`config.mk`:
```
export PLATFORM = sky130hd
export DESIGN_NAME = wdog_apb
export DESIGN_NICKNAME = d
export VERILOG_FILES = /design/src/rtl/wdog_pkg.sv /design/src/rtl/wdog_bus.sv /design/src/rtl/wdog_regs.sv /design/src/rtl/wdog_counter.sv /design/src/rtl/wdog_outmux.sv /design/src/rtl/wdog_apb.sv
export SDC_FILE = /design/constraint.sdc
export NUM_CORES = 1
export LEC_CHECK = 0
export ABC_AREA = 1
export CAP_MARGIN = 20
export CORE_ASPECT_RATIO = 1.4
export CORE_MARGIN = 5
export CORE_UTILIZATION = 50
export DETAILED_ROUTE_END_ITERATION = 8
export GPL_TIMING_DRIVEN = 0
export PLACE_DENSITY = 0.87
export SETUP_SLACK_MARGIN = 0.3
export SLEW_MARGIN = 20
export SYNTH_ARGS = -nofsm -noshare
export SYNTH_HDL_FRONTEND = slang
export SYNTH_SLANG_ARGS = --single-unit
```
`constraint.sdc`:
```
create_clock -name clk -period 3 [get_ports clk]
set_input_delay 0.9 -clock clk [delete_from_list [all_inputs] [get_ports clk]]
set_output_delay 0.9 -clock clk [all_outputs]
set_load 0.02 [all_outputs]
```
`src/rtl/wdog_pkg.sv`:
```
package wdog_pkg;

    localparam int unsigned DW = 32;
    localparam int unsigned AW = 12;

    // word indices (byte offset >> 2)
    localparam logic [AW-3:0] W_RELOAD = 10'h000;
    localparam logic [AW-3:0] W_COUNT  = 10'h001;
    localparam logic [AW-3:0] W_CTRL   = 10'h002;
    localparam logic [AW-3:0] W_ACK    = 10'h003;
    localparam logic [AW-3:0] W_RAW    = 10'h004;
    localparam logic [AW-3:0] W_MASKED = 10'h005;
    localparam logic [AW-3:0] W_GUARD  = 10'h300;
    localparam logic [AW-3:0] W_TMODE  = 10'h3C0;
    localparam logic [AW-3:0] W_TDRIVE = 10'h3C1;
    localparam logic [AW-3:0] W_ID_LO  = 10'h3F4;
    localparam int unsigned   ID_NUM   = 12;

    localparam logic [DW-1:0] UNLOCK_WORD = 32'h1ACC_E551;

    typedef struct packed {
        logic reload;
        logic ack;
        logic ctrl;
        logic guard;
        logic tmode;
        logic tdrive;
    } wr_strobe_t;

    function automatic logic [7:0] id_byte(input logic [3:0] idx);
        case (idx)
            4'd0:    id_byte = 8'h04;
            4'd4:    id_byte = 8'h24;
            4'd5:    id_byte = 8'hB8;
            4'd6:    id_byte = 8'h1B;
            4'd8:    id_byte = 8'h0D;
            4'd9:    id_byte = 8'hF0;
            4'd10:   id_byte = 8'h05;
            4'd11:   id_byte = 8'hB1;
            default: id_byte = 8'h00;
        endcase
    endfunction

endpackage

```
`src/rtl/wdog_bus.sv`:
```
module wdog_bus
    import wdog_pkg::*;
(
    input  logic          psel,
    input  logic          penable,
    input  logic          pwrite,
    input  logic [AW-1:0] paddr,
    input  logic          locked,
    output wr_strobe_t    wr,
    output logic [AW-3:0] word,
    output logic          aligned
);
    logic access_w;
    logic open_w;

    always_comb begin
        aligned  = (paddr[1:0] == 2'b00);
        word     = paddr[AW-1:2];
        access_w = psel && penable && pwrite && aligned;
        open_w   = access_w && !locked;
        wr       = '0;
        wr.reload = open_w && (word == W_RELOAD);
        wr.ack    = open_w && (word == W_ACK);
        wr.ctrl   = open_w && (word == W_CTRL);
        wr.tmode  = open_w && (word == W_TMODE);
        wr.tdrive = open_w && (word == W_TDRIVE);
        wr.guard  = access_w && (word == W_GUARD);
    end
endmodule

```
`src/rtl/wdog_regs.sv`:
```
module wdog_regs
    import wdog_pkg::*;
(
    input  logic          clk,
    input  logic          rst_n,
    input  wr_strobe_t    wr,
    input  logic [DW-1:0] wdata,
    output logic [1:0]    ctrl,
    output logic          locked,
    output logic          tmode,
    output logic [1:0]    tdrive
);
    typedef struct packed {
        logic [1:0] ctrl;
        logic       locked;
        logic       tmode;
        logic [1:0] tdrive;
    } regs_t;

    regs_t r_d, r_q;

    always_comb begin
        r_d = r_q;
        if (wr.ctrl)   r_d.ctrl   = wdata[1:0];
        if (wr.tmode)  r_d.tmode  = wdata[0];
        if (wr.tdrive) r_d.tdrive = wdata[1:0];
        if (wr.guard)  r_d.locked = (wdata != UNLOCK_WORD);
    end

    always_ff @(posedge clk or negedge rst_n) begin
        if (!rst_n) r_q <= '0;
        else        r_q <= r_d;
    end

    assign ctrl   = r_q.ctrl;
    assign locked = r_q.locked;
    assign tmode  = r_q.tmode;
    assign tdrive = r_q.tdrive;
endmodule

```
`src/rtl/wdog_counter.sv`:
```
module wdog_counter
    import wdog_pkg::*;
#(
    parameter int unsigned CNT_W = 32
) (
    input  logic             clk,
    input  logic             rst_n,
    input  logic             tick_en,
    input  logic             do_load,
    input  logic             do_ack,
    input  logic [DW-1:0]    wdata,
    output logic [CNT_W-1:0] count,
    output logic [CNT_W-1:0] reload,
    output logic             raw,
    output logic             rst_stat,
    output logic             running,
    output logic             expire
);
    localparam logic [CNT_W-1:0] CNT_MAX = '1;
    localparam logic [CNT_W-1:0] CNT_ONE = CNT_W'(1);

    typedef struct packed {
        logic [CNT_W-1:0] count;
        logic [CNT_W-1:0] reload;
        logic             raw;
        logic             rst_stat;
        logic             running;
    } cnt_t;

    cnt_t s_d, s_q;
    logic exp_d;

    always_comb begin
        s_d   = s_q;
        exp_d = 1'b0;
        if (do_load) begin
            s_d.reload  = CNT_W'(wdata);
            s_d.count   = CNT_W'(wdata);
            s_d.running = 1'b1;
        end else if (do_ack) begin
            s_d.raw   = 1'b0;
            s_d.count = s_q.reload;
        end else if (s_q.running && tick_en) begin
            if (s_q.count <= CNT_ONE) begin
                exp_d     = 1'b1;
                s_d.count = s_q.reload;
                if (!s_q.raw) begin
                    s_d.raw = 1'b1;
                end else begin
                    s_d.rst_stat = 1'b1;
                    s_d.running  = 1'b0;
                end
            end else begin
                s_d.count = s_q.count - CNT_ONE;
            end
        end
    end

    always_ff @(posedge clk or negedge rst_n) begin
        if (!rst_n) begin
            s_q.count    <= CNT_MAX;
            s_q.reload   <= CNT_MAX;
            s_q.raw      <= 1'b0;
            s_q.rst_stat <= 1'b0;
            s_q.running  <= 1'b1;
        end else begin
            s_q <= s_d;
        end
    end

    assign count    = s_q.count;
    assign reload   = s_q.reload;
    assign raw      = s_q.raw;
    assign rst_stat = s_q.rst_stat;
    assign running  = s_q.running;
    assign expire   = exp_d;
endmodule

```
`src/rtl/wdog_outmux.sv`:
```
module wdog_outmux (
    input  logic       raw,
    input  logic       rst_stat,
    input  logic [1:0] ctrl,
    input  logic       tmode,
    input  logic [1:0] tdrive,
    output logic       masked,
    output logic       irq,
    output logic       rst_req
);
    always_comb begin
        masked = raw & ctrl[0];
        if (tmode) begin
            irq     = tdrive[1];
            rst_req = tdrive[0];
        end else begin
            irq     = masked;
            rst_req = rst_stat & ctrl[1];
        end
    end
endmodule

```
`src/rtl/wdog_apb.sv`:
```
module wdog_apb
    import wdog_pkg::*;
#(
    parameter int unsigned CNT_W = 32
) (
    input  logic          clk,
    input  logic          rst_n,
    input  logic          psel,
    input  logic          penable,
    input  logic          pwrite,
    input  logic [AW-1:0] paddr,
    input  logic [DW-1:0] pwdata,
    output logic [DW-1:0] prdata,
    output logic          pready,
    output logic          pslverr,
    input  logic          tick_en,
    output logic          irq_o,
    output logic          rst_req_o
);
    localparam logic [AW-3:0] W_ID_HI = W_ID_LO + (AW-2)'(ID_NUM - 1);

    wr_strobe_t       wr;
    logic [AW-3:0]    word;
    logic             aligned;
    logic [1:0]       ctrl;
    logic             locked;
    logic             tmode;
    logic [1:0]       tdrive;
    logic [CNT_W-1:0] count;
    logic [CNT_W-1:0] reload;
    logic             raw;
    logic             rst_stat;
    logic             running;
    logic             expire;
    logic             masked;
    logic [AW-3:0]    id_off;

    wdog_bus u_bus (
        .psel(psel), .penable(penable), .pwrite(pwrite), .paddr(paddr),
        .locked(locked), .wr(wr), .word(word), .aligned(aligned)
    );

    wdog_regs u_regs (
        .clk(clk), .rst_n(rst_n), .wr(wr), .wdata(pwdata),
        .ctrl(ctrl), .locked(locked), .tmode(tmode), .tdrive(tdrive)
    );

    wdog_counter #(.CNT_W(CNT_W)) u_cnt (
        .clk(clk), .rst_n(rst_n), .tick_en(tick_en),
        .do_load(wr.reload), .do_ack(wr.ack), .wdata(pwdata),
        .count(count), .reload(reload), .raw(raw), .rst_stat(rst_stat),
        .running(running), .expire(expire)
    );

    wdog_outmux u_out (
        .raw(raw), .rst_stat(rst_stat), .ctrl(ctrl), .tmode(tmode),
        .tdrive(tdrive), .masked(masked), .irq(irq_o), .rst_req(rst_req_o)
    );

    always_comb begin
        id_off = word - W_ID_LO;
        prdata = '0;
        if (aligned) begin
            case (word)
                W_RELOAD: prdata = DW'(reload);
                W_COUNT:  prdata = DW'(count);
                W_CTRL:   prdata = DW'(ctrl);
                W_RAW:    prdata = DW'(raw);
                W_MASKED: prdata = DW'(masked);
                W_GUARD:  prdata = DW'(locked);
                W_TMODE:  prdata = DW'(tmode);
                default: begin
                    if (word >= W_ID_LO && word <= W_ID_HI)
                        prdata = DW'(id_byte(id_off[3:0]));
                end
            endcase
        end
    end

    assign pready  = 1'b1;
    assign pslverr = 1'b0;
endmodule

```
==> metrics <==
status complete, but fails checks; failing checks negative setup slack; drt pass-1 iters 6; Die Y 138 um; FF-to-FF Start u_cnt.count[0]; Period minus WS final roughly 3.5 ns; final std cells w/o fill 1,238; H-Tree Depth 3; antenna violations before repair 0; Buf/Inv on CP 6; drc violations 0; Core Box Area ~12,000 um^2; Longest Clk Path Bufs 2; synthesis warning total 0; number of global-route vias before repair between 7,000 and 8,000; final setup violation count 32; CTS Root Cell clkbuf_16; Slew @ Worst Pin 0.540 ns; pwr dens roughly 270 nW/um^2; HP Class reg2reg; crit-path cells buf_8 -> clkinvlp_4 -> buf_6 -> ha_4 -> nand2_1 -> inv_1 -> nand2_1 -> o22ai_1 -> nor2_1 -> nand3_1 -> nand2_2 -> inv_2 -> buf_6; final slew viol count 0; Fmax achieved about 280 MHz; Post-Syn Area around 5900 um^2; crit end category output port; Row Count 47; Crit Path Class in2out; Final WS setup -0.531 ns; total die area 14,100 um^2; CTS tree built; sequential-to-total area share from yosys stat 0.325; Ports 86; final hold vios 0; global-route usage over all layers 0.322; Worst Setup SP paddr[4]; die span in x ~100 um; WL per Instance 20.5 um; FF+latch area between 1500 and 2000 um^2; Area Growth Syn to Fin 48.4%; initial core utilization 0.502; Starting DRT DRC Count 752; Antenna diodes 0; cts hold-fix bufs 0; period utilization 1.18; crit path DAT around 2.6 ns; RSZ-0062 raised after global routing yes; Cells after Synth just over 900; post-synth net total between 900 and 1,000; cell family with the largest share of critical-path delay simple AND/OR/NAND/NOR gates; Max Cap Viol 0; Critical Path Max Stage Delay between 0.3 and 0.4 ns; post-synth cell types 39; nets@finish between 1,000 and 1,500; post-DP HPWL about 15 mm; Reg clk slew, reported paths ~0.06 ns; share of layout cells above drive strength 1 0.323; Worst Setup Start Kind input port; Worst Hold Launch u_cnt.reload[21]; Via density between 5 and 6; Req. time, crit path roughly 2.1 ns; Worst VDD drop between 0.2 and 0.3 mV; Power Total 2.38 mW; final instance area 8730 um^2; fillcell total around 830; Congestion Overflow GR 0; CP max stage cell o22ai_1; largest net degree at the start of global routing 39; total clock sinks 73; placed cells between 1,000 and 1,500; multi-input logic area about 4000 um^2; Final Skew 0.0105 ns; Crit Path Max Fanout 6; routed via count 7,421; Clock Latency Late Sink about 0.35 ns; Post-Route WL 25.4 mm; Antenna Nets Post-Route 0; synthesis-stage register bit count between 70 and 80; IO buf count a little over 80; Post-DP Area about 7400 um^2; slew margin rel. 0.639; average cell area after synthesis roughly 6.4 um^2; GPL Wtd Cong about 0.98; first-pass GRT wire length around 35 mm; Pleak between 4 and 5 nW; CTS buffer count 9; DP Worst Slack -1.55 ns; Core Util, Final 0.746
-- final timing paths --
check,endpoint,slack (ns),cells after the start
max reg2reg,u_cnt.running,0.73,11
min reg2reg,u_cnt.reload[21],0.48,2
max in group asynchronous,u_cnt.count[1],1.87,2
max,prdata[0],-0.53,13
min in group asynchronous,u_regs.tmode,0.52,1
min,u_cnt.reload[21],0.48,2
-- cells in the mapped netlist --
library cell | n | area (um^2)
xnor2_1 | 2 | 17.5
nor3_2 | 2 | 20.0
nand3_4 | 1 | 17.5
dfstp_2 | 65 | 1710
nor2_2 | 7 | 43.8
nor2_4 | 7 | 78.8
buf_4 | 8 | 60.1
nand3_1 | 85 | 425
o21a_1 | 1 | 7.51
buf_2 | 14 | 70.1
xor2_1 | 10 | 87.6
o21ai_0 | 42 | 210
o21ai_2 | 1 | 8.76
o22ai_1 | 1 | 6.26
a31oi_1 | 1 | 6.26
dfrtp_1 | 8 | 200
nand2_4 | 7 | 78.8
o31ai_1 | 1 | 7.51
nor4b_1 | 1 | 8.76
o21bai_1 | 6 | 45.0
nor3_1 | 8 | 40.0
inv_1 | 122 | 458
nor2_1 | 124 | 465
o21ai_1 | 19 | 95.1
nand2_1 | 269 | 1010
nor4_1 | 7 | 43.8
o211ai_1 | 1 | 7.51
nand2_2 | 9 | 56.3
nor2_8 | 3 | 60.1
inv_2 | 6 | 22.5
clkinv_1 | 1 | 3.75
buf_6 | 2 | 22.5
nand4_1 | 15 | 93.8
nand3_2 | 2 | 20.0
conb_1 | 2 | 7.51
a22oi_1 | 1 | 7.51
clkbuf_1 | 6 | 22.5
ha_1 | 10 | 125
a21oi_1 | 42 | 210
-- sequential cells by signal (all words and copies together), names as in the netlist --
signal and cells:
u_cnt.count 32, u_cnt.reload 32, u_regs.ctrl 2, u_regs.tdrive 2, u_cnt.raw 1, u_cnt.rst_stat 1, u_cnt.running 1, u_regs.locked 1
u_regs.tmode 1
-- worst min-delay path, cell delays in order, from the launching register on --
cell,delay (ns)
dfstp_2,0.36
nand2_1,0.05
nand2_1,0.06
-- timing repair --
action,4_1_cts,5_1_grt
endpoints found under the setup margin,61,72
endpoints found under the hold margin,0,0
buffers inserted,42,27
gates resized for setup,282,63
pin swaps,29,33
gates cloned,3,0
-- routing by layer --
layer  GRT usage  vias up  wire [um]
met5           0        -          0
met4       0.209        0       2070
met3      0.0418      196       2090
met2       0.576      556      12900
met1       0.344     3424       8410
li1            -     3245          -
-- power by group --
part | internal, mW | switching, mW
sequential | 0.990 | 0.000646
clock | 0.690 | 0.448
combinational | 0.115 | 0.132
-- cells in the final DEF (no fill, tap or decap), drive strengths merged, types with 2 or more instances in the layout --
cell type	count
ha	10
o21bai	6
dfstp	65
inv	125
dlymetal6s2s	2
clkbuf	19
nand3	88
buf	138
nor4	7
dfrtp	8
nor2	141
xor2	10
o21ai	62
nand2	286
nand4	15
clkinv	3
nor3	10
xnor2	2
a21oi	42
clkinvlp	4
clkdlybuf4s50	38
conb	2
-- cell families (layout without fill, tap and decap cells) --
kind of cell               after synthesis  count (layout)  synth area share
DFF                                     73              73             0.325
AOI/OAI and AO/OA                      116             116             0.104
buffers and inverters                  159             330             0.112
adders and majority gates               10              10            0.0213
xor gates and xnor gates                12              12            0.0179
other                                    2               2           0.00128
and+or+nand+nor                        547             548             0.419
-- metrics by stage --
stage          setup TNS (ns)  hold slack, ns
2_1_floorplan           -1.73           0.434
3_3_place_gp           -96.46           0.453
3_5_place_dp           -48.72           0.473
4_1_cts                -11.49           0.483
5_1_grt                -16.79           0.511
6_report               -15.58           0.483
-- final cells by class --
cell class | instances | area share
well taps | 147 | 0.0211
multi-input cells | 688 | 0.458
flip-flops and latches | 73 | 0.219
plain buffers | 30 | 0.0307
clock inverters | 4 | 0.00588
repair buffers | 155 | 0.179
inverters | 129 | 0.0576
clock buffers | 12 | 0.0294
Note: power is estimated with default switching activity, not from simulation.
